## src/rtl/dmvc_pkg.sv

```systemverilog
package dmvc_pkg;

    localparam int unsigned DEF_ADDR_W     = 12;
    localparam int unsigned DEF_INDEX_W    = 3;
    localparam int unsigned DEF_LINE_W     = 32;
    localparam int unsigned DEF_SIDE_DEPTH = 4;

    typedef enum logic [1:0] {
        ST_IDLE = 2'd0,
        ST_LOOK = 2'd1,
        ST_SWAP = 2'd2,
        ST_FILL = 2'd3
    } vc_state_e;

    typedef enum logic {
        FILL_VICTIM   = 1'b0,
        FILL_MISSCOPY = 1'b1
    } vc_policy_e;

    typedef enum logic [1:0] {
        LK_MAIN = 2'd0,
        LK_SIDE = 2'd1,
        LK_NONE = 2'd2
    } vc_lookup_e;

    function automatic int unsigned way_bits(input int unsigned n);
        return (n > 1) ? $clog2(n) : 1;
    endfunction

    function automatic vc_lookup_e classify(input logic main_hit, input logic side_hit);
        if (main_hit)      return LK_MAIN;
        else if (side_hit) return LK_SIDE;
        else               return LK_NONE;
    endfunction

endpackage

```

## src/rtl/vc_direct_array.sv

```systemverilog
module vc_direct_array
    import dmvc_pkg::*;
#(
    parameter int unsigned ADDR_W  = DEF_ADDR_W,
    parameter int unsigned INDEX_W = DEF_INDEX_W,
    parameter int unsigned LINE_W  = DEF_LINE_W
) (
    input  logic                      clk,
    input  logic                      rst,
    input  logic [INDEX_W-1:0]        rd_idx,
    output logic                      rd_valid,
    output logic [ADDR_W-INDEX_W-1:0] rd_tag,
    output logic [LINE_W-1:0]         rd_data,
    input  logic                      wr_en,
    input  logic [INDEX_W-1:0]        wr_idx,
    input  logic [ADDR_W-INDEX_W-1:0] wr_tag,
    input  logic [LINE_W-1:0]         wr_data
);
    localparam int unsigned TAG_W = ADDR_W - INDEX_W;
    localparam int unsigned SETS  = 1 << INDEX_W;

    typedef struct packed {
        logic [TAG_W-1:0]  tag;
        logic [LINE_W-1:0] data;
    } slot_t;

    logic [SETS-1:0] valid_q;
    slot_t           slot_q [SETS];

    assign rd_valid = valid_q[rd_idx];
    assign rd_tag   = slot_q[rd_idx].tag;
    assign rd_data  = slot_q[rd_idx].data;

    always_ff @(posedge clk) begin
        if (rst) begin
            valid_q <= '0;
        end else if (wr_en) begin
            valid_q[wr_idx] <= 1'b1;
        end
    end

    always_ff @(posedge clk) begin
        if (wr_en) begin
            slot_q[wr_idx] <= '{tag: wr_tag, data: wr_data};
        end
    end


    main_reset_clear_chk: assert property (@(posedge clk) disable iff (rst)
        $past(rst) |-> (valid_q == '0))
        else $error("main array not cleared by reset");

endmodule

```

## src/rtl/vc_lru_order.sv

```systemverilog
module vc_lru_order
    import dmvc_pkg::*;
#(
    parameter int unsigned DEPTH = DEF_SIDE_DEPTH
) (
    input  logic                        clk,
    input  logic                        rst,
    input  logic                        touch_en,
    input  logic [way_bits(DEPTH)-1:0]  touch_way,
    output logic [way_bits(DEPTH)-1:0]  lru_way
);
    localparam int unsigned WAY_W = way_bits(DEPTH);

    logic [WAY_W-1:0] rank_q [DEPTH];
    logic [DEPTH-1:0] oldest_vec;

    always_ff @(posedge clk) begin
        if (rst) begin
            for (int j = 0; j < DEPTH; j++) begin
                rank_q[j] <= WAY_W'(j);
            end
        end else if (touch_en) begin
            for (int j = 0; j < DEPTH; j++) begin
                if (WAY_W'(j) == touch_way) begin
                    rank_q[j] <= '0;
                end else if (rank_q[j] < rank_q[touch_way]) begin
                    rank_q[j] <= rank_q[j] + 1'b1;
                end
            end
        end
    end

    for (genvar g = 0; g < DEPTH; g++) begin : g_age
        assign oldest_vec[g] = (rank_q[g] == WAY_W'(DEPTH - 1));
    end

    always_comb begin
        lru_way = '0;
        for (int j = DEPTH - 1; j >= 0; j--) begin
            if (oldest_vec[j]) lru_way = WAY_W'(j);
        end
    end


    lru_single_oldest_chk: assert property (@(posedge clk) disable iff (rst)
        $countones(oldest_vec) == 1)
        else $error("LRU order lost its single oldest entry");


    lru_touched_not_oldest_chk: assert property (@(posedge clk) disable iff (rst)
        (touch_en && (DEPTH > 1)) |=> (lru_way != $past(touch_way)))
        else $error("most recently used entry chosen for replacement");

endmodule

```

## src/rtl/vc_side_buffer.sv

```systemverilog
module vc_side_buffer
    import dmvc_pkg::*;
#(
    parameter int unsigned ADDR_W = DEF_ADDR_W,
    parameter int unsigned LINE_W = DEF_LINE_W,
    parameter int unsigned DEPTH  = DEF_SIDE_DEPTH
) (
    input  logic                       clk,
    input  logic                       rst,
    input  logic [ADDR_W-1:0]          lk_addr,
    output logic                       hit,
    output logic [way_bits(DEPTH)-1:0] hit_way,
    output logic [LINE_W-1:0]          hit_data,
    input  logic [ADDR_W-1:0]          ins_addr,
    input  logic [way_bits(DEPTH)-1:0] lru_way,
    output logic [way_bits(DEPTH)-1:0] ins_way,
    input  logic                       wr_en,
    input  logic [way_bits(DEPTH)-1:0] wr_way,
    input  logic [ADDR_W-1:0]          wr_addr,
    input  logic [LINE_W-1:0]          wr_data,
    input  logic                       inv_en,
    input  logic [way_bits(DEPTH)-1:0] inv_way
);
    localparam int unsigned WAY_W = way_bits(DEPTH);

    typedef struct packed {
        logic [ADDR_W-1:0] addr;
        logic [LINE_W-1:0] data;
    } entry_t;

    logic [DEPTH-1:0] valid_q, valid_d;
    entry_t           ent_q [DEPTH];
    logic [DEPTH-1:0] hit_vec, same_vec, free_vec, dup_vec;
    logic [WAY_W-1:0] same_way, free_way;

    for (genvar g = 0; g < DEPTH; g++) begin : g_cmp
        assign hit_vec[g]  = valid_q[g] && (ent_q[g].addr == lk_addr);
        assign same_vec[g] = valid_q[g] && (ent_q[g].addr == ins_addr);
        assign free_vec[g] = !valid_q[g];
        assign dup_vec[g]  = wr_en && valid_q[g] && (ent_q[g].addr == wr_addr)
                             && (WAY_W'(g) != wr_way);
    end

    always_comb begin
        hit_way  = '0;
        same_way = '0;
        free_way = '0;
        for (int j = DEPTH - 1; j >= 0; j--) begin
            if (hit_vec[j])  hit_way  = WAY_W'(j);
            if (same_vec[j]) same_way = WAY_W'(j);
            if (free_vec[j]) free_way = WAY_W'(j);
        end
    end

    assign hit      = |hit_vec;
    assign hit_data = ent_q[hit_way].data;

    always_comb begin
        if (|same_vec)      ins_way = same_way;
        else if (|free_vec) ins_way = free_way;
        else                ins_way = lru_way;
    end

    always_comb begin
        valid_d = valid_q & ~dup_vec;
        if (inv_en) valid_d[inv_way] = 1'b0;
        if (wr_en)  valid_d[wr_way]  = 1'b1;
    end

    always_ff @(posedge clk) begin
        if (rst) valid_q <= '0;
        else     valid_q <= valid_d;
    end

    always_ff @(posedge clk) begin
        if (wr_en) begin
            ent_q[wr_way] <= '{addr: wr_addr, data: wr_data};
        end
    end


    side_unique_hit_chk: assert property (@(posedge clk) disable iff (rst)
        $countones(hit_vec) <= 1)
        else $error("side buffer holds a duplicated address");


    side_reset_clear_chk: assert property (@(posedge clk) disable iff (rst)
        $past(rst) |-> (valid_q == '0))
        else $error("side buffer not cleared by reset");


    side_insert_free_first_chk: assert property (@(posedge clk) disable iff (rst)
        (wr_en && !(|same_vec) && (|free_vec) && (ins_addr == wr_addr))
            |-> !valid_q[wr_way])
        else $error("valid entry overwritten while a free entry existed");

endmodule

```

## src/rtl/vc_control.sv

```systemverilog
module vc_control
    import dmvc_pkg::*;
#(
    parameter int unsigned ADDR_W  = DEF_ADDR_W,
    parameter int unsigned INDEX_W = DEF_INDEX_W,
    parameter int unsigned LINE_W  = DEF_LINE_W,
    parameter int unsigned WAY_W   = 2
) (
    input  logic                      clk,
    input  logic                      rst,
    input  logic                      req_valid,
    input  logic [ADDR_W-1:0]         req_addr,
    input  logic                      mode,
    output logic                      busy,
    output logic                      resp_valid,
    output logic [LINE_W-1:0]         resp_data,
    output logic                      mem_req_valid,
    input  logic                      mem_resp_valid,
    input  logic [LINE_W-1:0]         mem_resp_data,
    output logic [ADDR_W-1:0]         look_addr,
    input  logic                      main_valid,
    input  logic [ADDR_W-INDEX_W-1:0] main_tag,
    input  logic [LINE_W-1:0]         main_data,
    output logic                      main_wr_en,
    output logic [LINE_W-1:0]         main_wr_data,
    input  logic                      side_hit,
    input  logic [WAY_W-1:0]          side_way,
    input  logic [LINE_W-1:0]         side_data,
    input  logic [WAY_W-1:0]          ins_way,
    output logic [ADDR_W-1:0]         ins_addr,
    output logic                      side_wr_en,
    output logic [WAY_W-1:0]          side_wr_way,
    output logic [ADDR_W-1:0]         side_wr_addr,
    output logic [LINE_W-1:0]         side_wr_data,
    output logic                      side_inv_en,
    output logic                      lru_touch_en,
    output logic [WAY_W-1:0]          lru_touch_way
);
    localparam int unsigned TAG_W = ADDR_W - INDEX_W;

    vc_state_e        state_q;
    vc_policy_e       policy_q;
    logic [ADDR_W-1:0] addr_q;

    logic [INDEX_W-1:0] idx;
    logic [TAG_W-1:0]   tag;
    logic               main_hit;
    logic [ADDR_W-1:0]  old_addr;
    vc_lookup_e         outcome;
    logic               copy_touch;

    assign idx       = addr_q[INDEX_W-1:0];
    assign tag       = addr_q[ADDR_W-1:INDEX_W];
    assign main_hit  = main_valid && (main_tag == tag);
    assign old_addr  = {main_tag, idx};
    assign outcome   = classify(main_hit, side_hit);
    assign look_addr = addr_q;
    assign busy      = (state_q != ST_IDLE);

    always_comb begin
        main_wr_en   = 1'b0;
        main_wr_data = mem_resp_data;
        ins_addr     = addr_q;
        side_wr_en   = 1'b0;
        side_wr_way  = side_way;
        side_wr_addr = old_addr;
        side_wr_data = main_data;
        side_inv_en  = 1'b0;
        copy_touch   = 1'b0;
        case (state_q)
            ST_SWAP: begin
                main_wr_en   = 1'b1;
                main_wr_data = side_data;
                if (policy_q == FILL_VICTIM) begin
                    if (main_valid) side_wr_en  = 1'b1;
                    else            side_inv_en = 1'b1;
                end else begin
                    copy_touch = 1'b1;
                end
            end
            ST_FILL: begin
                if (mem_resp_valid) begin
                    main_wr_en  = 1'b1;
                    side_wr_way = ins_way;
                    if (policy_q == FILL_VICTIM) begin
                        ins_addr   = old_addr;
                        side_wr_en = main_valid;
                    end else begin
                        side_wr_en   = 1'b1;
                        side_wr_addr = addr_q;
                        side_wr_data = mem_resp_data;
                    end
                end
            end
            default: ;
        endcase
    end

    assign lru_touch_en  = side_wr_en | copy_touch;
    assign lru_touch_way = side_wr_way;

    always_ff @(posedge clk) begin
        if (rst) begin
            state_q       <= ST_IDLE;
            policy_q      <= FILL_VICTIM;
            addr_q        <= '0;
            resp_valid    <= 1'b0;
            resp_data     <= '0;
            mem_req_valid <= 1'b0;
        end else begin
            resp_valid    <= 1'b0;
            mem_req_valid <= 1'b0;
            case (state_q)
                ST_IDLE: begin
                    if (req_valid) begin
                        addr_q   <= req_addr;
                        policy_q <= vc_policy_e'(mode);
                        state_q  <= ST_LOOK;
                    end
                end
                ST_LOOK: begin
                    case (outcome)
                        LK_MAIN: begin
                            resp_valid <= 1'b1;
                            resp_data  <= main_data;
                            state_q    <= ST_IDLE;
                        end
                        LK_SIDE: state_q <= ST_SWAP;
                        default: begin
                            mem_req_valid <= 1'b1;
                            state_q       <= ST_FILL;
                        end
                    endcase
                end
                ST_SWAP: begin
                    resp_valid <= 1'b1;
                    resp_data  <= side_data;
                    state_q    <= ST_IDLE;
                end
                ST_FILL: begin
                    if (mem_resp_valid) begin
                        resp_valid <= 1'b1;
                        resp_data  <= mem_resp_data;
                        state_q    <= ST_IDLE;
                    end
                end
                default: state_q <= ST_IDLE;
            endcase
        end
    end


    main_hit_next_cycle_chk: assert property (@(posedge clk) disable iff (rst)
        (state_q == ST_LOOK && main_hit) |=> (resp_valid && resp_data == $past(main_data)))
        else $error("main hit did not answer on the next cycle");


    side_hit_extra_cycle_chk: assert property (@(posedge clk) disable iff (rst)
        (state_q == ST_LOOK && !main_hit && side_hit) |=> (!resp_valid && !mem_req_valid))
        else $error("side hit answered early or read memory");


    swap_then_answer_chk: assert property (@(posedge clk) disable iff (rst)
        (state_q == ST_SWAP) |=> (resp_valid && resp_data == $past(side_data)))
        else $error("swap cycle did not answer");


    single_mem_read_chk: assert property (@(posedge clk) disable iff (rst)
        mem_req_valid |=> !mem_req_valid)
        else $error("memory read held for more than one cycle");


    mem_read_while_waiting_chk: assert property (@(posedge clk) disable iff (rst)
        mem_req_valid |-> (state_q == ST_FILL))
        else $error("memory read outside refill wait");


    resp_ends_stall_chk: assert property (@(posedge clk) disable iff (rst)
        resp_valid |-> !busy)
        else $error("response while still busy");


    busy_ignores_request_chk: assert property (@(posedge clk) disable iff (rst)
        (busy && req_valid) |=> $stable(addr_q))
        else $error("request taken while busy");

endmodule

```

## src/rtl/dm_victim_cache.sv

```systemverilog
module dm_victim_cache
    import dmvc_pkg::*;
#(
    parameter int unsigned ADDR_W     = DEF_ADDR_W,
    parameter int unsigned INDEX_W    = DEF_INDEX_W,
    parameter int unsigned LINE_W     = DEF_LINE_W,
    parameter int unsigned SIDE_DEPTH = DEF_SIDE_DEPTH
) (
    input  logic              clk,
    input  logic              rst,
    input  logic              mode,
    input  logic              req_valid,
    input  logic [ADDR_W-1:0] req_addr,
    output logic              busy,
    output logic              resp_valid,
    output logic [LINE_W-1:0] resp_data,
    output logic              mem_req_valid,
    output logic [ADDR_W-1:0] mem_req_addr,
    input  logic              mem_resp_valid,
    input  logic [LINE_W-1:0] mem_resp_data
);
    localparam int unsigned TAG_W = ADDR_W - INDEX_W;
    localparam int unsigned WAY_W = way_bits(SIDE_DEPTH);

    logic [ADDR_W-1:0] look_addr;
    logic              main_valid;
    logic [TAG_W-1:0]  main_tag;
    logic [LINE_W-1:0] main_data;
    logic              main_wr_en;
    logic [LINE_W-1:0] main_wr_data;
    logic              side_hit;
    logic [WAY_W-1:0]  side_way;
    logic [LINE_W-1:0] side_data;
    logic [WAY_W-1:0]  ins_way;
    logic [ADDR_W-1:0] ins_addr;
    logic              side_wr_en;
    logic [WAY_W-1:0]  side_wr_way;
    logic [ADDR_W-1:0] side_wr_addr;
    logic [LINE_W-1:0] side_wr_data;
    logic              side_inv_en;
    logic              lru_touch_en;
    logic [WAY_W-1:0]  lru_touch_way;
    logic [WAY_W-1:0]  lru_way;

    assign mem_req_addr = look_addr;

    vc_direct_array #(.ADDR_W(ADDR_W), .INDEX_W(INDEX_W), .LINE_W(LINE_W)) u_main (
        .clk      (clk),
        .rst      (rst),
        .rd_idx   (look_addr[INDEX_W-1:0]),
        .rd_valid (main_valid),
        .rd_tag   (main_tag),
        .rd_data  (main_data),
        .wr_en    (main_wr_en),
        .wr_idx   (look_addr[INDEX_W-1:0]),
        .wr_tag   (look_addr[ADDR_W-1:INDEX_W]),
        .wr_data  (main_wr_data)
    );

    vc_side_buffer #(.ADDR_W(ADDR_W), .LINE_W(LINE_W), .DEPTH(SIDE_DEPTH)) u_side (
        .clk      (clk),
        .rst      (rst),
        .lk_addr  (look_addr),
        .hit      (side_hit),
        .hit_way  (side_way),
        .hit_data (side_data),
        .ins_addr (ins_addr),
        .lru_way  (lru_way),
        .ins_way  (ins_way),
        .wr_en    (side_wr_en),
        .wr_way   (side_wr_way),
        .wr_addr  (side_wr_addr),
        .wr_data  (side_wr_data),
        .inv_en   (side_inv_en),
        .inv_way  (side_way)
    );

    vc_lru_order #(.DEPTH(SIDE_DEPTH)) u_lru (
        .clk       (clk),
        .rst       (rst),
        .touch_en  (lru_touch_en),
        .touch_way (lru_touch_way),
        .lru_way   (lru_way)
    );

    vc_control #(
        .ADDR_W(ADDR_W), .INDEX_W(INDEX_W), .LINE_W(LINE_W), .WAY_W(WAY_W)
    ) u_ctrl (
        .clk            (clk),
        .rst            (rst),
        .req_valid      (req_valid),
        .req_addr       (req_addr),
        .mode           (mode),
        .busy           (busy),
        .resp_valid     (resp_valid),
        .resp_data      (resp_data),
        .mem_req_valid  (mem_req_valid),
        .mem_resp_valid (mem_resp_valid),
        .mem_resp_data  (mem_resp_data),
        .look_addr      (look_addr),
        .main_valid     (main_valid),
        .main_tag       (main_tag),
        .main_data      (main_data),
        .main_wr_en     (main_wr_en),
        .main_wr_data   (main_wr_data),
        .side_hit       (side_hit),
        .side_way       (side_way),
        .side_data      (side_data),
        .ins_way        (ins_way),
        .ins_addr       (ins_addr),
        .side_wr_en     (side_wr_en),
        .side_wr_way    (side_wr_way),
        .side_wr_addr   (side_wr_addr),
        .side_wr_data   (side_wr_data),
        .side_inv_en    (side_inv_en),
        .lru_touch_en   (lru_touch_en),
        .lru_touch_way  (lru_touch_way)
    );


    top_reset_quiet_chk: assert property (@(posedge clk) disable iff (rst)
        $past(rst) |-> (!busy && !resp_valid && !mem_req_valid))
        else $error("outputs active right after reset");

endmodule

```

## config.mk

```make
export PLATFORM = sky130hd
export DESIGN_NAME = dm_victim_cache
export DESIGN_NICKNAME = d
export VERILOG_FILES = /design/src/rtl/dmvc_pkg.sv /design/src/rtl/vc_direct_array.sv /design/src/rtl/vc_lru_order.sv /design/src/rtl/vc_side_buffer.sv /design/src/rtl/vc_control.sv /design/src/rtl/dm_victim_cache.sv
export SDC_FILE = /design/constraint.sdc
export NUM_CORES = 1
export LEC_CHECK = 0
export ABC_AREA = 1
export ABC_CLOCK_PERIOD_IN_PS = 6300
export BUFFER_PORTS_ARGS = -buffer_cell sky130_fd_sc_hd__buf_2
export CAP_MARGIN = 20
export CORE_MARGIN = 5
export CORE_UTILIZATION = 30
export CTS_CLUSTER_SIZE = 40
export DETAILED_ROUTE_END_ITERATION = 8
export PLACE_DENSITY = 0.43
export SLEW_MARGIN = 15
export SYNTH_ARGS = -nofsm -noshare
export SYNTH_HDL_FRONTEND = slang
export SYNTH_HIERARCHICAL = 1
export SYNTH_SLANG_ARGS = --single-unit
```

## constraint.sdc

```tcl
create_clock -name clk -period 6.3 [get_ports clk]
set_input_delay 0.945 -clock clk [delete_from_list [all_inputs] [get_ports clk]]
set_output_delay 0.945 -clock clk [all_outputs]
set_load 0.02 [all_outputs]
```

==> results of run 1 <==
[cell families (layout without fill, tap and decap cells)]
| group | Yosys count | after routing |
|---|---|---|
| compound gates | 259 | 259 |
| xor+xnor | 39 | 39 |
| fa+ha+maj | 8 | 8 |
| buf+inv | 840 | 980 |
| flops | 573 | 573 |
| simple gates | 1669 | 1669 |
[flip-flops by register name (all words and copies together), names as in the netlist]
register / cells
u_side/valid_q: 4
u_ctrl/look_addr: 12
u_ctrl/policy_q: 1
u_main/valid_q: 8
u_ctrl/state_q: 2
u_main/slot_q: 328
u_ctrl/resp_data: 32
u_side/ent_q: 176
u_ctrl/resp_valid: 1
u_ctrl/mem_req_valid: 1
u_lru/rank_q: 8
[critical path: cells and delay by family, from the launching register on]
| kind | cells | cell delay [ns] |
|---|---|---|
| AND/OR/NAND/NOR | 15 | 2.14 |
| AO/OA/AOI/OAI | 6 | 1.26 |
| buffers and inverters | 3 | 0.87 |
| flip-flops | 1 | 0.71 |
| adder cells (fa/ha/maj) | 1 | 0.31 |
[stage by stage]
step / setup WS, ns / utilization / hold slack [ns] / cell area (sq um) / power, mW
finish: 0.685 / 0.342 / 0.460 / 33000 / 9.57
global route: 0.213 / 0.342 / 0.488 / 33000 / 10.0
CTS: 0.640 / 0.342 / 0.460 / 33000 / 9.73
detailed placement: 0.661 / 0.319 / 0.450 / 30800 / 5.74
global placement: 0.754 / 0.319 / 0.446 / 30700 / 5.74
floorplan: 1.20 / - / 0.435 / 29000 / 5.24
[report_power, final]
| part | leakage (nW) | internal [mW] | switching [mW] | total (mW) |
|---|---|---|---|---|
| combinational | 8.64 | 0.352 | 0.944 | 1.30 |
| clock | 1.07 | 2.27 | 1.65 | 3.93 |
| sequential | 5.12 | 4.30 | 0.0538 | 4.35 |
| total | 14.8 | 6.92 | 2.65 | 9.57 |
[per-layer routing]
| metal | track usage | vias up | routed length, um |
|---|---|---|---|
| met5 | 0 | - | 13 |
| met4 | 0.0498 | 2 | 2260 |
| met3 | 0.0262 | 126 | 4950 |
| met2 | 0.294 | 573 | 43500 |
| met1 | 0.266 | 10700 | 45500 |
| li1 | - | 10900 | - |
[how the worst max path moves through the flow]
stage | from | to | depth (start not counted)
6_report | u_ctrl/look_addr[1] | u_lru/rank_q[3][1] | 25
5_1_grt | u_ctrl/look_addr[1] | u_lru/rank_q[3][1] | 25
4_1_cts | u_ctrl/look_addr[1] | u_lru/rank_q[3][1] | 25
3_5_place_dp | u_ctrl/look_addr[1] | u_lru/rank_q[3][1] | 25
3_3_place_gp | u_ctrl/look_addr[1] | u_lru/rank_q[3][0] | 23
2_1_floorplan | u_ctrl/look_addr[0] | u_side/ent_q[2][0] | 25
[layout make-up]
class | instances | area (sq um)
well taps | 1276 | 1600
fillers | 10200 | 63400
inverters | 691 | 2600
repair buffers | 159 | 988
clock inverters | 32 | 339
flip-flops and latches | 573 | 16600
multi-input cells | 1975 | 8960
clock buffers | 98 | 1880
[cell usage in the layout, fill, tap and decap left out, types with 3 or more instances in the layout]
cell type	Yosys	layout
a21oi_1	70	70
buf_12	1	3
buf_2	64	97
buf_4	21	59
bufinv_16	0	4
clkbuf_1	31	27
clkbuf_16	0	71
clkinv_1	2	16
clkinv_2	1	7
dfxtp_1	61	58
dfxtp_4	0	3
edfxtp_1	512	512
ha_1	8	8
inv_1	669	660
inv_2	18	28
inv_6	0	3
nand2_1	1077	1076
nand2_2	14	14
nand3_1	362	360
nand3_2	11	12
nand3b_1	3	3
nand4_1	26	26
nor2_1	128	127
nor2_4	3	5
nor3_1	22	20
nor3b_1	5	5
nor4_1	10	10
o2111ai_1	4	4
o211ai_1	36	36
o21ai_0	115	110
o21ai_1	12	17
o22ai_1	14	14
or2_2	3	3
xnor2_1	30	30
xor2_1	9	9
==> flow_metrics.py, run 1 <==
metrics = {
    "status": {
        "run_status": "complete, no violations",
    },
    "setup_path": {
        "critPathKind": "register to register",
        "cp.arrival_ns": 5.94,
        "reg2reg_slack_ns": 0.69,
        "endpoint_kind": "register",
        "cp_common_cell": "nand2_1",
        "r2r_cells": 25,
        "critical_path.max_stage_delay_ns": 0.71,
        "cp-start-kind": "register",
        "timing.rr.end": "u_lru/rank_q[3][1]",
        "crit_fanout": 38,
        "cp.required_ns": 6.62,
        "r2r-start": "u_ctrl/look_addr[1]",
        "slowest_stage": "dfxtp_4",
    },
    "global_routing": {
        "track_usage": 0.185,
        "grt_pass1_wl_um": 143000,
        "grt_max_degree": 128,
        "grt_pass1_vias": 21500,
        "overflow": 0,
        "antenna_found_initial": 6,
    },
    "synthesis": {
        "synth-compound-area-share": 0.0496,
        "synthTopCellsByCount": "nand2_1 (1,077), inv_1 (669), edfxtp_1 (512)",
        "synth_edf_count": 512,
        "yosys.area.top_type_share": 0.529,
        "synthArstFlopShare": 0,
        "yosysMostFrequentCell": "nand2_1",
        "synthXorXnorAreaFrac": 0.0118,
        "yosys.area.top_type": "edfxtp_1",
        "synthAdderAreaFrac": 0.00345,
        "yosys_warnings": 6,
        "synthFlopType": "edfxtp_1",
        "seq_area_frac_synth": 0.572,
        "synth_nets": 3445,
        "syn_inst": 3388,
        "avgSynthCellArea_sq_um": 8.57,
        "synth_top_family_by_area": "simple AND/OR/NAND/NOR gates",
        "ys_ff_latch": 573,
        "synth_cell_types": 44,
        "synth_mux_area_frac": 0,
        "yosys.area_share.simple": 0.242,
        "synth_area_leaders": "edfxtp_1 (53%), nand2_1 (14%), inv_1 (8.6%)",
        "syn-cell-area_sq_um": 29000,
    },
    "timing": {
        "rsz0062_at_grt": "false",
        "fin_skew_ns": 0.0247,
        "max_slew.worst_pin.slew_ns": 1.13,
        "setup_viol": 0,
        "slew_headroom": 0.245,
        "finalSetupTns_ns": 0,
        "period_needed_ns": 5.61,
        "drv_slew": 0,
        "timing.fmax_mhz": 178,
        "post-route-period-util": 0.891,
        "hold_viol": 0,
    },
    "routing": {
        "detail-route-antenna-nets": 0,
        "routedWlPerCell_um": 20.0,
        "vias": 22300,
        "drcViolationCount": 0,
        "via_per_inst": 4.64,
        "first_pass_iters": 5,
        "wl_um": 96300,
        "drt_iter0_drc": 1705,
    },
    "place": {
        "dp.cells": 4674,
        "hpwl_um": 60200,
        "gp_congestion": 0.905,
        "io_buffers": 95,
    },
    "clock_network": {
        "clk_pin_slew_ns": 0.06,
        "cts_buffers": 71,
        "insertion_delay_ns": 0.64,
        "cts_resized": 0,
        "hold_buffers": 0,
        "cts_buffer_depth": 3,
        "clkSinkCount": 573,
        "cts_max_level": 3,
        "postCtsSetupBuffers": 0,
        "cts-root-buf": "clkbuf_16",
        "cts_tree": "built",
    },
    "floorplanning": {
        "die-area_sq_um": 103000,
        "die_w_um": 321,
        "die_y_um": 321,
        "core_sq_um": 96400,
        "fp-row-count": 114,
        "ios": 96,
        "start_util": 0.301,
    },
    "pwr": {
        "peakVddDrop_uv": 210,
        "p_leak_nw": 14.8,
        "p_per_area_nw_per_um2": 290,
    },
    "worst_hold_path": {
        "holdPathEnd": "u_main/valid_q[1]",
        "min_from": "u_main/valid_q[1]",
        "whs_path_depth": 2,
        "hold_path_class": "register to register",
    },
    "finish": {
        "drive_above_1_share": 0.0913,
        "syn_to_final_growth_pct": 13.6,
        "antenna_cells": 0,
        "final_cells": 4804,
        "fin_nets": 3528,
    },
    "run": {
        "cap_violations": 0,
    },
}
(Power assumes the default switching activity.)
==> inputs of run 2 (changes only) <==
BUFFER_PORTS_ARGS = default   (was -buffer_cell sky130_fd_sc_hd__buf_2)
DONT_BUFFER_PORTS = 1   (was default)
PLACE_DENSITY = 0.42   (was 0.43)
==> run 2 against run 1 <==
Effect of this change:
- clock power rose by 2%
- sequential share of layout area up 0.62 points
- final cell count fell by 2.0%
- utilization decreased by 0.41 points
- fmax up 3.9%
- design area shrank 1.2%
- via count decreased by 1.4%
- sequential power about the same
- clock-buffer cell count is 5 lower
- combinational power decreased by 6%
- total power up 0.26%
- largest cell class unchanged
- largest power group unchanged
==> flow_metrics.py, run 2 (synthesis gave the netlist of run 1 again) <==
metrics = {
    "status": {
        "run_status": "complete, no violations",
    },
    "place": {
        "gp_congestion": 0.953,
        "dp_slack_ns": 0.919,
        "hpwl_um": 61400,
        "dp.cells": 4578,
        "io_buffers": 0,
    },
    "worst_hold_path": {
        "hold_path_class": "primary input to register",
        "holdPathEnd": "u_ctrl/resp_valid",
        "whs_path_depth": 1,
        "min_from": "rst",
    },
    "finish": {
        "fin_util": 0.338,
        "antenna_cells": 0,
        "multiInputGateArea_sq_um": 8960,
        "final_cell_mix": "nand2_1 (1,076), inv_1 (660), edfxtp_1 (512)",
        "fin_nets": 3432,
        "top_regs": "u_main/slot_q (328), u_side/ent_q (176), u_ctrl/resp_data (32)",
        "largest_register": "u_main/slot_q",
        "regArea_sq_um": 16600,
        "largest_reg_flops": 328,
        "syn_to_final_growth_pct": 12.2,
        "final_common_cell": "nand2_1",
        "final_cells": 4707,
        "drive_above_1_share": 0.0694,
        "fill_cells": 10200,
    },
    "floorplanning": {
        "ios": 96,
        "die-area_sq_um": 103000,
        "fp-row-count": 114,
        "start_util": 0.301,
        "die_y_um": 321,
        "core_sq_um": 96400,
        "die_w_um": 321,
    },
    "setup_path": {
        "r2r_cells": 25,
        "critical_path.max_stage_delay_ns": 0.57,
        "cp-start-kind": "register",
        "crit_fanout": 53,
        "cp_common_cell": "nand2_1",
        "critPathKind": "register to register",
        "cp.arrival_ns": 5.73,
        "r2r-start": "u_ctrl/look_addr[0]",
        "cp.required_ns": 6.62,
        "endpoint_kind": "register",
        "timing.rr.end": "u_lru/rank_q[3][0]",
        "slowest_stage": "buf_4",
        "reg2reg_slack_ns": 0.90,
    },
    "pwr": {
        "net-switching-power_mw": 2.62,
        "peakVddDrop_uv": 173,
        "p_per_area_nw_per_um2": 295,
        "p_comb_frac": 0.127,
        "p_sw_frac": 0.273,
        "seq_power_share": 0.456,
        "pwr-share-clk": 0.417,
        "cellInternalPower_mw": 6.98,
        "p_leak_nw": 14.4,
    },
    "routing": {
        "vias": 22000,
        "via_per_inst": 4.67,
        "first_pass_iters": 5,
        "drcViolationCount": 0,
        "routedWlPerCell_um": 20.5,
        "drt_iter0_drc": 1661,
        "wl_um": 96300,
        "detail-route-antenna-nets": 0,
    },
    "clock_network": {
        "clk_pin_slew_ns": 0.06,
        "hold_buffers": 0,
        "clkSinkCount": 573,
        "cts-root-buf": "clkbuf_16",
        "cts_tree": "built",
        "cts_resized": 0,
        "cts_buffer_depth": 3,
        "postCtsSetupBuffers": 0,
        "cts_buffers": 70,
        "cts_max_level": 3,
        "insertion_delay_ns": 0.63,
    },
    "timing": {
        "finalSetupTns_ns": 0,
        "drv_slew": 0,
        "slew_headroom": 0.257,
        "rsz0062_at_grt": "false",
        "timing.fmax_mhz": 185,
        "period_needed_ns": 5.40,
        "setup_viol": 0,
        "post-route-period-util": 0.858,
        "fin_ws_ns": 0.896,
        "holdWs_ns": 0.393,
        "fin_skew_ns": 0.0315,
        "hold_viol": 0,
        "max_slew.worst_pin.slew_ns": 1.11,
    },
    "global_routing": {
        "antenna_found_initial": 3,
        "track_usage": 0.183,
        "overflow": 0,
        "grt_pass1_wl_um": 141000,
        "grt_pass1_vias": 21100,
        "grt_max_degree": 112,
    },
    "run": {
        "cap_violations": 0,
    },
}
## run 2: changes by cell type in the layout (fill, tap and decap cells not counted), moves of 2 or more
cell	previous run	this run
o21ai_0	110	114
buf_2	97	0
o21ai_1	17	13
inv_16	2	0
clkinv_2	7	13
clkbuf_1	27	17
clkbuf_8	0	4
clkinv_1	16	13
## run 2: how the worst max path moves through the flow
stage	endpoint	cells past startpoint	start	slack (ns)
after global routing	u_lru/rank_q[3][1]	27	u_ctrl/look_addr[0]	0.31
after CTS	u_lru/rank_q[3][0]	25	u_ctrl/look_addr[0]	0.91
after floorplan	u_side/ent_q[2][0]	25	u_ctrl/look_addr[0]	1.20
after global placement	u_lru/rank_q[3][0]	25	u_ctrl/look_addr[0]	1.03
final	u_lru/rank_q[3][0]	25	u_ctrl/look_addr[0]	0.90
after detailed placement	u_lru/rank_q[3][0]	25	u_ctrl/look_addr[0]	0.92
## run 2: cell type report
cell class,count,area share
clock inverters,35,0.0109
multi-input cells,1975,0.275
inverters,691,0.0799
repair buffers,64,0.0163
clock buffers,93,0.0590
flip-flops and latches,573,0.510
well taps,1276,0.0490
## run 2: power groups by stage
stage / Clock [mW] / Sequential, mW / Combinational [mW]
2_1_floorplan: 0 / 4.45 / 0.792
3_3_place_gp: 0 / 4.46 / 1.23
3_5_place_dp: 0 / 4.46 / 1.22
4_1_cts: 4.14 / 4.38 / 1.23
5_1_grt: 4.27 / 4.38 / 1.36
6_report: 4.00 / 4.38 / 1.22
## run 2: critical path, delay by kind of cell, from the launching register on
family / cells / cell delay (ns)
fa+ha+maj: 1 / 0.32
flops: 1 / 0.56
simple gates: 15 / 2.01
compound gates: 6 / 1.21
buf+inv: 3 / 0.97
## run 2: per-layer routing
metal	up-vias	track usage	wire, um
met5	-	0	0
met4	0	0.0522	2440
met3	127	0.0340	5350
met2	525	0.296	43900
met1	10600	0.252	44600
li1	10700	-	-
## run 2: stage by stage
step                      area (sq um)  total power [mW]
after floorplan                  29000              5.24
after global placement           30300              5.69
after detailed placement         30300              5.68
after CTS                        32600              9.74
after global routing             32600              10.0
final                            32600              9.60
